[src/rtl/ifq_pkg.sv]
package ifq_pkg;
    typedef enum logic [1:0] {
        QS_IDLE    = 2'b00,
        QS_FIRST   = 2'b01,
        QS_FLUSHED = 2'b10,
        QS_NEXT    = 2'b11
    } qs_e;
endpackage

[src/rtl/ifq_store.sv]
module ifq_store #(
    parameter int DEPTH = 6,
    localparam int PW = $clog2(DEPTH),
    localparam int CW = $clog2(DEPTH + 1)
) (
    input  logic          clk,
    input  logic          rst_n,
    input  logic          clear_i,
    input  logic          pop_i,
    input  logic [1:0]    push_n_i,
    input  logic [7:0]    push_b0_i,
    input  logic [7:0]    push_b1_i,
    output logic [7:0]    head_o,
    output logic [CW-1:0] count_o
);
    typedef struct packed {
        logic [DEPTH-1:0][7:0] mem;
        logic [PW-1:0]         rd;
        logic [PW-1:0]         wr;
        logic [CW-1:0]         cnt;
    } st_t;

    st_t st_d, st_q;

    function automatic logic [PW-1:0] wrap_add(input logic [PW-1:0] p, input logic [1:0] inc);
        logic [PW:0] s;
        s = {1'b0, p} + (PW+1)'(inc);
        if (s >= (PW+1)'(DEPTH)) s = s - (PW+1)'(DEPTH);
        return s[PW-1:0];
    endfunction

    always_comb begin
        logic taken;
        st_d  = st_q;
        taken = pop_i && (st_q.cnt != '0);
        if (clear_i) begin
            st_d.rd  = '0;
            st_d.wr  = '0;
            st_d.cnt = '0;
        end else begin
            if (taken) st_d.rd = wrap_add(st_q.rd, 2'd1);
            if (push_n_i != 2'd0) st_d.mem[st_q.wr] = push_b0_i;
            if (push_n_i == 2'd2) st_d.mem[wrap_add(st_q.wr, 2'd1)] = push_b1_i;
            st_d.wr  = wrap_add(st_q.wr, push_n_i);
            st_d.cnt = st_q.cnt - CW'(taken) + CW'(push_n_i);
        end
    end

    always_ff @(posedge clk or negedge rst_n) begin
        if (!rst_n) st_q <= '0;
        else        st_q <= st_d;
    end

    assign head_o  = st_q.mem[st_q.rd];
    assign count_o = st_q.cnt;
endmodule

[src/rtl/ifq_fetch.sv]
module ifq_fetch #(
    parameter int AW = 16
) (
    input  logic          clk,
    input  logic          rst_n,
    input  logic          flush_i,
    input  logic [AW-1:0] flush_addr_i,
    input  logic          launch_ok_i,
    input  logic          mem_ack_i,
    output logic          mem_req_o,
    output logic [AW-1:0] mem_addr_o,
    output logic          mem_two_o,
    output logic          deliver_o,
    output logic [1:0]    deliver_n_o
);
    typedef struct packed {
        logic          busy;
        logic          stale;
        logic [AW-1:0] req_addr;
        logic [AW-1:0] fetch_addr;
    } st_t;

    st_t st_d, st_q;
    logic       done;
    logic [1:0] nbytes;

    assign nbytes    = st_q.req_addr[0] ? 2'd1 : 2'd2;
    assign done      = st_q.busy && mem_ack_i;
    assign deliver_o = done && !st_q.stale && !flush_i;

    always_comb begin
        st_d = st_q;
        if (done) begin
            st_d.busy  = 1'b0;
            st_d.stale = 1'b0;
            if (deliver_o) st_d.fetch_addr = st_q.fetch_addr + AW'(nbytes);
        end
        if (flush_i) begin
            st_d.fetch_addr = flush_addr_i;
            if (st_q.busy && !mem_ack_i) st_d.stale = 1'b1;
        end else if (!st_q.busy && launch_ok_i) begin
            st_d.busy     = 1'b1;
            st_d.stale    = 1'b0;
            st_d.req_addr = st_q.fetch_addr;
        end
    end

    always_ff @(posedge clk or negedge rst_n) begin
        if (!rst_n) st_q <= '0;
        else        st_q <= st_d;
    end

    assign mem_req_o   = st_q.busy;
    assign mem_addr_o  = st_q.req_addr;
    assign mem_two_o   = !st_q.req_addr[0];
    assign deliver_n_o = deliver_o ? nbytes : 2'd0;
endmodule

[src/rtl/ifq_ctrl.sv]
module ifq_ctrl #(
    parameter int DEPTH = 6,
    parameter int AW    = 16
) (
    input  logic          clk,
    input  logic          rst_n,
    input  logic          flush_i,
    input  logic [AW-1:0] flush_addr_i,
    input  logic          pop_i,
    input  logic          pop_first_i,
    input  logic          opnd_req_i,
    output logic          opnd_gnt_o,
    output logic          mem_req_o,
    output logic [AW-1:0] mem_addr_o,
    output logic          mem_two_o,
    input  logic          mem_ack_i,
    input  logic [15:0]   mem_rdata_i,
    output logic [7:0]    byte_o,
    output logic          byte_vld_o,
    output logic [1:0]    qs_o
);
    import ifq_pkg::*;

    localparam int CW        = $clog2(DEPTH + 1);
    localparam int ROOM_FILL = DEPTH - 2;

    logic [CW-1:0] q_count;
    logic          pop_ok;
    logic          launch_ok;
    logic          deliver;
    logic [1:0]    deliver_n;
    logic [7:0]    lane0;
    qs_e           qs;

    assign pop_ok    = pop_i && (q_count != '0) && !flush_i;
    assign launch_ok = (q_count <= CW'(ROOM_FILL)) && !opnd_req_i;
    assign lane0     = mem_addr_o[0] ? mem_rdata_i[15:8] : mem_rdata_i[7:0];

    ifq_fetch #(.AW(AW)) u_fetch (
        .clk          (clk),
        .rst_n        (rst_n),
        .flush_i      (flush_i),
        .flush_addr_i (flush_addr_i),
        .launch_ok_i  (launch_ok),
        .mem_ack_i    (mem_ack_i),
        .mem_req_o    (mem_req_o),
        .mem_addr_o   (mem_addr_o),
        .mem_two_o    (mem_two_o),
        .deliver_o    (deliver),
        .deliver_n_o  (deliver_n)
    );

    ifq_store #(.DEPTH(DEPTH)) u_store (
        .clk       (clk),
        .rst_n     (rst_n),
        .clear_i   (flush_i),
        .pop_i     (pop_ok),
        .push_n_i  (deliver ? deliver_n : 2'd0),
        .push_b0_i (lane0),
        .push_b1_i (mem_rdata_i[15:8]),
        .head_o    (byte_o),
        .count_o   (q_count)
    );

    always_comb begin
        if (flush_i)     qs = QS_FLUSHED;
        else if (pop_ok) qs = pop_first_i ? QS_FIRST : QS_NEXT;
        else             qs = QS_IDLE;
    end

    assign qs_o       = qs;
    assign byte_vld_o = (q_count != '0);
    assign opnd_gnt_o = opnd_req_i && !mem_req_o;
endmodule

[config.mk]
export PLATFORM = sky130hd
export DESIGN_NAME = ifq_ctrl
export DESIGN_NICKNAME = d
export VERILOG_FILES = /design/src/rtl/ifq_pkg.sv /design/src/rtl/ifq_store.sv /design/src/rtl/ifq_fetch.sv /design/src/rtl/ifq_ctrl.sv
export SDC_FILE = /design/constraint.sdc
export NUM_CORES = 1
export LEC_CHECK = 0
export CAP_MARGIN = 10
export CELL_PAD_IN_SITES_DETAIL_PLACEMENT = 2
export CELL_PAD_IN_SITES_GLOBAL_PLACEMENT = 2
export CORE_UTILIZATION = 35
export CTS_BUF_LIST = sky130_fd_sc_hd__clkbuf_4
export CTS_CLUSTER_DIAMETER = 60
export DETAILED_ROUTE_END_ITERATION = 16
export DONT_BUFFER_PORTS = 1
export GPL_ROUTABILITY_DRIVEN = 0
export PLACE_DENSITY_LB_ADDON = 0.1
export SETUP_SLACK_MARGIN = 0.2
export SYNTH_ARGS = -nofsm -noshare
export SYNTH_HDL_FRONTEND = slang
export SYNTH_SLANG_ARGS = --single-unit
[constraint.sdc]
create_clock -name clk -period 2.76 [get_ports clk]
set_clock_uncertainty 0.1 [all_clocks]
set_input_delay 0.69 -clock clk [delete_from_list [all_inputs] [get_ports clk]]
set_output_delay 0.69 -clock clk [all_outputs]
set_load 0.02 [all_outputs]
==> results.md, run 1 <==
- Outcome: complete, but fails checks
- Failing checks: DRC, hold timing
- CP required: 1.97 ns
- R2r setup slk: 0.30 ns
- CTS Buffer Depth: 2
- I/O pin count: 69
- Peak VDD IR: 0.295 mV
- Hold Crit Class: in -> async
- Post-DP Area: 5550 um2
- Number of CTS-inserted buffers: 9
- DR DRC count: 5
- R2r endpoint: u_store.count_o[2]$_DFF_PN0_
- FF-to-FF Start: u_store.count_o[2]$_DFF_PN0_
- Crit Path Class: reg -> out
- Sinks on Clock Net: 91
- Worst-margin pin slew: 0.643 ns
- Post-Synth Simple-Gate Area: 0.175
- P_leak: 0.00242 uW
- Gr ovfl total: 0
- Initial Util: 0.363
- WL final: 16.3 mm
- Setup Viol. Count Final: 0
- Sequential fraction of the synthesis area: 0.427
- Chip Height: 126 um
- XOR/XNOR share of the synthesized area: 0.0345
- Post-DR wirelength/cell: 23.0 um
- Area of the multi-input gates: 2870 um2
- Vias in the first global route: 4,682
- Rows: 44
- Synth Warn #: 0
- Largest net degree at the start of global routing: 92
- H-tree depth reported by CTS: 3
- Root buf cell: clkbuf_4
- Average cell area after synthesis: 10.5 um2
- Antenna Cells: 0
- Top cells by area, synth: dfrtp_1, o221a_1, mux2i_1, mux2_2, mux4_2
- Final cycle utilization of the critical path: 0.973
- First-pass GRT wire length: 26.3 mm
- Design Area, Final: 5940 um2
- Total track usage: 0.220
- CP Launch Type: flop
- Vias: 4,071
- Clock Latency Late Sink: 0.47 ns
- Prevailing post-synth register cell: dfrtp_1
- Fmax achieved: 0.372 GHz
- Ys async rst share: 1.00
- Die span in x: 126 um
- RSZ-0062 raised after global routing: true
- Fillcell total: 1,562
- Met2 Use GR: 0.392
- Post-route setup TNS: 0 ns
- Final Util: 0.404
- Met1 Use GR: 0.262
- Syn nets: 559
- Seq cells post-synth: 91
- Core area: 14,700 um2
- Pins Over Slew Limit: 0
- Minimum clock period: 2.68 ns
- Largest family of logic cells by synthesized area: simple AND/OR/NAND/NOR gates
- Initial DRC count: 183
- Slowest stage delay, CP: 0.52 ns
- Synth Area in Compound Gates: 0.169
- Initial antenna violation count: 0
- Max-cap violation count: 0
- Post-synth top area share: 0.427
- Vias per cell: 5.75
- Critical path data arrival time: 1.89 ns
- HPWL Detailed: 11.1 mm
- TritonCTS clock tree: built
- Critical Path End Type: primary output
- Number of flops mapped to enable cells by yosys: 0
- Multiplexer share of the synthesized area: 0.101
- R2R depth: 11
- Largest area contributor in the netlist: dfrtp_1
- Kind of cell adding the most delay to the critical path: multiplexers
- Share of post-route cells with drive strength above 1: 0.288
- Final hold vios: 91
- Register area: 2280 um2
- CP max FO: 8
- Final hold slack: -0.220 ns
- Post-Syn Area: 5340 um2
- Fin nets: 570
- Slowest CP cell: mux4_2
- Synth top cells by count: dfrtp_1, nor2_1, nand2_1, o22ai_1, o21ai_0
- Final ANT Viol Nets: 0
- Pwr Density: 807 nW/um2
- Netlist cell types: 70
- Post-Syn Instances: 508
- CP Cell Sequence: buf_12 -> mux4_2 -> inv_2 -> o22ai_2 -> buf_6
- Busiest grt layer: met2
- Buffers added on ports: 0
- WP buf/inv: 3
- Worst-path clk slew: 0.15 ns
- Synth Area in Adders: 0.0330
- M3 GR Usage: 0.0424
- Die area: 15,800 um2
- Count leader, synth: dfrtp_1
- Rel. slew slack: 0.569
- Area delta synth->final: 11.3%
- Drt first pass iters: 10
-- layout by cell type, fill, tap and decap left out, drive strengths merged, types with 2 or more instances in the layout --
master,netlist,layout
dfrtp,91,91
nor2,48,48
nand2,46,46
buf,33,40
o221a,32,32
o21ai,27,27
o22ai,26,26
mux2i,18,18
inv,17,17
mux2,16,16
xor2,15,15
or3,14,14
ha,10,10
clkbuf,7,9
or2,9,9
a21oi,9,9
mux4,8,8
nand2b,8,8
nor3,8,8
nor2b,6,6
nand4,6,6
xnor2,6,6
and3,5,5
a31oi,4,4
or2b,3,3
nand3,3,3
clkinv,0,3
nor4b,2,2
and2b,2,2
a32oi,2,2
clkinvlp,0,2
bufinv,0,2
nand3b,2,2
a21o,2,2
o2bb2ai,2,2
a211oi,2,2
fa,2,2
-- how the worst max path moves through the flow --
stage | start | end | cells past startpoint
final | u_store.st_q[6]$_DFFE_PN0P_ | byte_o[2] | 5
after global routing | u_store.st_q[6]$_DFFE_PN0P_ | byte_o[2] | 5
after CTS | u_store.st_q[6]$_DFFE_PN0P_ | byte_o[2] | 5
after detailed placement | flush_i | u_store.count_o[2]$_DFF_PN0_ | 11
after global placement | flush_i | u_store.count_o[2]$_DFF_PN0_ | 11
after floorplan | flush_i | u_store.count_o[2]$_DFF_PN0_ | 12
-- where the power goes --
part	switching (uW)	internal [uW]	leakage [uW]
combinational	927	995	0.00119
sequential	341	1660	0.00116
clock	509	364	0.0000796
total	1780	3020	0.00242
-- cells by family (layout without fill, tap and decap cells) --
group | count (synthesis) | count (layout)
mux | 42 | 42
buf+inv | 57 | 73
xor+xnor | 21 | 21
simple gates | 171 | 171
fa+ha+maj | 13 | 13
compound gates | 113 | 113
flops | 91 | 91
-- per-layer routing --
layer,wire [um],part of all wire,vias up
li1,-,-,1861
met1,6890,0.42,2119
met2,8340,0.51,73
met3,641,0.039,18
met4,382,0.024,0
met5,0,0,-
-- flip-flops by register name, summed over array words and instances (netlist names), named ones only --
signal / flops
u_fetch.mem_req_o: 1
u_store.count_o: 3
u_fetch.st_q: 16
u_fetch.mem_addr_o: 16
u_store.st_q: 54
-- timing repair --
| item | 4_1_cts | 5_1_grt |
|---|---|---|
| endpoints found under the setup margin | 10 | 25 |
| hold endpoints to repair | 91 | 91 |
| setup buffers | 8 | 1 |
| pin swaps | 5 | 7 |
| resized for setup | 12 | 28 |
-- area by class of cell --
cell class	count	area share
multi-input combinational	360	0.483
tap	184	0.0387
sequential	91	0.383
clock inverter	7	0.0156
clock buffer	9	0.0114
timing repair buffer	40	0.0571
inverter	17	0.0107
-- stage by stage --
stage / std cells / worst slack, ns / total power, uW
floorplan: 508 / 0.0959 / 3270
CTS: 707 / 0.0186 / 4690
detailed placement: 683 / 0.0163 / 3680
global placement: 683 / 0.103 / 3620
global route: 708 / -0.0137 / 5070
finish: 708 / 0.0751 / 4790
Note: power is estimated with default switching activity, not from simulation.
==> inputs of run 2 (changes only) <==
REMOVE_ABC_BUFFERS = 1   (was not set)
==> results.md, run 2 (synthesis gave the netlist of run 1 again) <==
- Psw: 1780 uW
- Share of post-route cells with drive strength above 1: 0.302
- Final ANT Viol Nets: 0
- Slowest stage delay, CP: 0.51 ns
- Initial Util: 0.363
- P_leak: 0.00246 uW
- Fmax achieved: 0.373 GHz
- R2r setup slk: 0.28 ns
- Reg power frac: 0.405
- RSZ-0062 raised after global routing: true
- Initial antenna violation count: 0
- Setup Viol. Count Final: 0
- Crit Path Class: reg -> out
- Total Power: 4930 uW
- Met1 Use GR: 0.306
- Core area: 14,700 um2
- Root buf cell: clkbuf_4
- Most flop-heavy register: u_store.st_q
- Final instance count without filler cells: 708
- CTS Buffer Depth: 2
- CP max FO: 6
- CP required: 1.97 ns
- Rows: 44
- Die span in x: 126 um
- Sinks on Clock Net: 91
- Pins Over Slew Limit: 0
- Buffers added on ports: 0
- Post-DP Area: 5560 um2
- Max-cap violation count: 0
- Max FFs per register: 54
- Clock Latency Late Sink: 0.47 ns
- Die area: 15,800 um2
- Vias in the first global route: 4,514
- I/O pin count: 69
- Area delta synth->final: 12.8%
- TritonCTS clock tree: built
- Peak VDD IR: 0.240 mV
- M3 GR Usage: 0.0484
- HPWL Detailed: 10.9 mm
- Sw Share: 0.360
- Pwr Density: 819 nW/um2
- Antenna Cells: 0
- Total track usage: 0.220
- Critical path data arrival time: 1.89 ns
- Fin nets: 571
- Post-DR wirelength/cell: 23.0 um
- Final hold slack: -0.212 ns
- P_int: 3160 uW
- Outcome: complete, but fails checks
- Initial DRC count: 181
- Minimum clock period: 2.68 ns
- Rel. slew slack: 0.602
- Largest net degree at the start of global routing: 92
- Worst-path clk slew: 0.16 ns
- Vias: 4,061
- Drt first pass iters: 10
- DR DRC count: 2
- Met2 Use GR: 0.351
- WL final: 16.3 mm
- CP Launch Type: flop
- Design Area, Final: 6020 um2
- CP Cell Sequence: buf_12 -> mux4_2 -> inv_2 -> o22ai_2 -> buf_6
- Slowest CP cell: mux4_2
- Hold Crit Class: in -> async
- Commonest cells after routing, fill and taps aside: dfrtp_1, nor2_1, nand2_1, buf_4, o21ai_0
- H-tree depth reported by CTS: 3
- Critical Path End Type: primary output
- R2R depth: 11
- Failing checks: DRC, hold timing
- Busiest grt layer: met2
- Final hold vios: 91
- Comb power frac: 0.402
- Final cycle utilization of the critical path: 0.972
- Clock group share of total power: 0.192
- Placed cells: 683
- Chip Height: 126 um
- Commonest non-fill, non-tap cell in the layout: dfrtp_1
- Gr ovfl total: 0
- First-pass GRT wire length: 26.5 mm
- FF-to-FF Start: u_store.count_o[0]$_DFF_PN0_
- Number of CTS-inserted buffers: 9
- Worst-margin pin slew: 0.596 ns
- R2r endpoint: u_store.count_o[2]$_DFF_PN0_
- Vias per cell: 5.74
## run 2: cell count changes in the layout (fill, tap and decap cells not counted), sizes merged
cell / delta
clkbuf: +2
clkinv: -2
bufinv: +1
clkinvlp: -1
## run 2: stage by stage
step                      setup TNS [ns]   util  setup WS, ns
final                                  0  0.410        0.0774
after global placement                 0  0.379        0.0374
after detailed placement         -0.0847  0.379       -0.0847
after global routing             -0.0721  0.410       -0.0194
after floorplan                    -1.05      -        -0.550
after CTS                              0  0.403       0.00465
## run 2: layout make-up
cell class | instances | area (um2)
inverters | 17 | 63.8
multi-input cells | 360 | 2900
well taps | 184 | 230
repair buffers | 41 | 377
clock inverters | 5 | 103
clock buffers | 10 | 75.1
flip-flops and latches | 91 | 2280
fillers | 1553 | 8670
## run 2: how the worst max path moves through the flow
stage / endpoint / start / slack (ns)
6_report: byte_o[0] / u_store.st_q[6]$_DFFE_PN0P_ / 0.08
2_1_floorplan: u_store.count_o[2]$_DFF_PN0_ / u_fetch.mem_addr_o[0]$_DFFE_PN0P_ / -0.55
4_1_cts: byte_o[0] / u_store.st_q[6]$_DFFE_PN0P_ / 0.005
5_1_grt: byte_o[0] / u_store.st_q[6]$_DFFE_PN0P_ / -0.02
3_3_place_gp: u_store.count_o[2]$_DFF_PN0_ / flush_i / 0.04
3_5_place_dp: u_store.count_o[2]$_DFF_PN0_ / flush_i / -0.08
## run 2: worst max-delay path: cells and delay by family, from the launching register on
| kind | cells | cell delay, ns |
|---|---|---|
| DFF | 1 | 0.45 |
| muxes | 1 | 0.51 |
| buffers and inverters | 3 | 0.37 |
| AOI/OAI and AO/OA | 1 | 0.09 |
## run 2: power groups by stage
stage,combinational (uW),clock (uW),sequential [uW]
final,1990,949,2000
after global routing,2160,1030,2040
after CTS,1910,978,2000
after detailed placement,1680,0,2020
after floorplan,1050,0,2040
after global placement,1610,0,2010
## run 2: repair_timing
action | CTS | global route
pin swaps | 6 | 6
buffers inserted | 8 | 1
endpoints found under the setup margin | 9 | 23
gates resized for setup | 30 | 20
endpoints found under the hold margin | 91 | 91
cloned | 1 | 0
## run 2: layer usage
layer / wire (um) / up-vias
li1: - / 1857
met1: 7560 / 2133
met2: 7930 / 63
met3: 653 / 8
met4: 125 / 0
met5: 0 / -
==> inputs of run 3 (changes only) <==
PLACE_DENSITY = 0.79   (was not set)
PLACE_DENSITY_LB_ADDON = not set   (was 0.1)
RECOVER_POWER = 25   (was not set)
==> results.md, run 3 (synthesis gave the netlist of run 1 again) <==
- DR DRC count: 4
- First-pass GRT wire length: 26.6 mm
- Final cycle utilization of the critical path: 0.993
- Slowest stage delay, CP: 0.52 ns
- Clock Latency Late Sink: 0.49 ns
- RSZ-0062 raised after global routing: true
- Area delta synth->final: 10.6%
- Critical Path Stages: 5
- Final hold slack: -0.233 ns
- Peak VDD IR: 0.233 mV
- Worst-path clk slew: 0.16 ns
- CTS Buffer Depth: 2
- Slowest CP cell: mux4_2
- Vias in the first global route: 4,657
- Fmax achieved: 0.365 GHz
- Initial Util: 0.363
- Psw: 1870 uW
- Initial antenna violation count: 1
- I/O pin count: 69
- Worst-margin pin slew: 0.799 ns
- Setup Viol. Count Final: 0
- Rel. slew slack: 0.466
- HPWL Detailed: 11.2 mm
- Fin nets: 566
- Final ANT Viol Nets: 0
- Drt first pass iters: 11
- CP max FO: 7
- Fillcell total: 1,526
- P_leak: 0.00240 uW
- CP Cell Sequence: buf_12 -> mux4_2 -> inv_2 -> o22ai_2 -> buf_6
- Most flop-heavy register: u_store.st_q
- P_int: 2830 uW
- Initial DRC count: 236
- Clock group share of total power: 0.148
- R2R depth: 11
- Rows: 44
- Pins Over Slew Limit: 0
- Max FFs per register: 54
- Number of CTS-inserted buffers: 9
- Commonest cells after routing, fill and taps aside: dfrtp_1, nor2_1, nand2_1, buf_4, o21ai_0
- Max-cap violation count: 0
- Pwr Density: 796 nW/um2
- Comb power frac: 0.422
- Vias per cell: 5.97
- WL final: 17.0 mm
- WP buf/inv: 3
- Core area: 14,700 um2
- Kind of cell adding the most delay to the critical path: multiplexers
- Die span in x: 126 um
- Minimum clock period: 2.74 ns
- Post-route setup TNS: 0 ns
- Vias: 4,207
- Total Power: 4700 uW
- Critical Path End Type: primary output
- Buffers added on ports: 0
- Total track usage: 0.220
- Root buf cell: clkbuf_4
- Sinks on Clock Net: 91
- Commonest non-fill, non-tap cell in the layout: dfrtp_1
- Reg power frac: 0.430
- Post-DR wirelength/cell: 24.1 um
- Final Util: 0.402
- CP required: 1.97 ns
- Critical path data arrival time: 1.95 ns
- Largest net degree at the start of global routing: 92
- Crit Path Class: reg -> out
- Share of post-route cells with drive strength above 1: 0.285
- Outcome: complete, but fails checks
- Failing checks: DRC, hold timing
- CP Launch Type: flop
- TritonCTS clock tree: built
- Final hold vios: 91
- H-tree depth reported by CTS: 3
- Hold Crit Class: in -> async
- Gr ovfl total: 0
- Chip Height: 126 um
- Sw Share: 0.398
- Die area: 15,800 um2
run 3: changes by cell type in the layout (fill, tap and decap cells not counted), sizes merged:
cell and delta:
buf -4, bufinv -3, clkbuf -2, clkinv +2, clkinvlp +2, diode +1, inv +1
run 3: path summary, 6_finish.rpt:
check | from | end | slack, ns
worst max-delay path | u_store.st_q[6]$_DFFE_PN0P_ | byte_o[4] | 0.02
worst min-delay path | rst_n | u_store.st_q[45]$_DFFE_PN0N_ | -0.23
worst max register to register | u_store.count_o[2]$_DFF_PN0_ | u_store.count_o[2]$_DFF_PN0_ | 0.09
worst min register to register | u_fetch.st_q[15]$_DFFE_PN0P_ | u_fetch.mem_addr_o[15]$_DFFE_PN0P_ | 0.44
max in group asynchronous | rst_n | u_fetch.st_q[0]$_DFFE_PN0P_ | 2.62
min in group clk | flush_i | u_store.st_q[8]$_DFFE_PN0P_ | 0.14
run 3: per-layer routing:
layer / share of wire / global-route usage / vias up / routed length, um
met5: 0 / 0 / - / 0
met3: 0.053 / 0.0338 / 20 / 903
li1: - / - / 1853 / -
met2: 0.51 / 0.379 / 101 / 8700
met4: 0.019 / 0.0775 / 0 / 321
met1: 0.42 / 0.280 / 2233 / 7100
run 3: layout make-up:
class / count / area [um2] / area share
Multi-Input combinational cell: 360 / 2880 / 0.488
Tap cell: 184 / 230 / 0.0390
Inverter: 17 / 66.3 / 0.0112
Clock buffer: 9 / 67.6 / 0.0114
Timing Repair Buffer: 36 / 330 / 0.0560
Clock inverter: 7 / 43.8 / 0.00742
Sequential cell: 91 / 2280 / 0.386
Antenna cell: 1 / 2.50 / 0.000424
run 3: stage by stage:
| stage | setup slack [ns] | hold WS [ns] | instance area [um2] | std cells |
|---|---|---|---|---|
| global placement | 0.0611 | 0.297 | 5490 | 675 |
| floorplan | -0.550 | 0.294 | 5080 | 468 |
| finish | 0.0188 | -0.233 | 5900 | 705 |
| CTS | 0.0100 | -0.253 | 5750 | 698 |
| detailed placement | -0.0643 | 0.298 | 5490 | 675 |
| global route | -0.0473 | -0.252 | 5900 | 705 |
run 3: repair_timing:
action                                 in CTS  in global routing
setup endpoints to repair                  10                 19
pin swaps                                   1                  8
gates resized for setup                    19                 24
endpoints found under the hold margin      91                 91
setup buffers                               6                  6
cloned                                      1                  0
run 3: power groups by stage:
| stage | Combinational [uW] | Clock, uW | Sequential [uW] |
|---|---|---|---|
| finish | 1980 | 694 | 2020 |
| floorplan | 1050 | 0 | 2040 |
| detailed placement | 1590 | 0 | 2040 |
| CTS | 1820 | 707 | 2010 |
| global placement | 1500 | 0 | 2010 |
| global route | 2130 | 745 | 2060 |
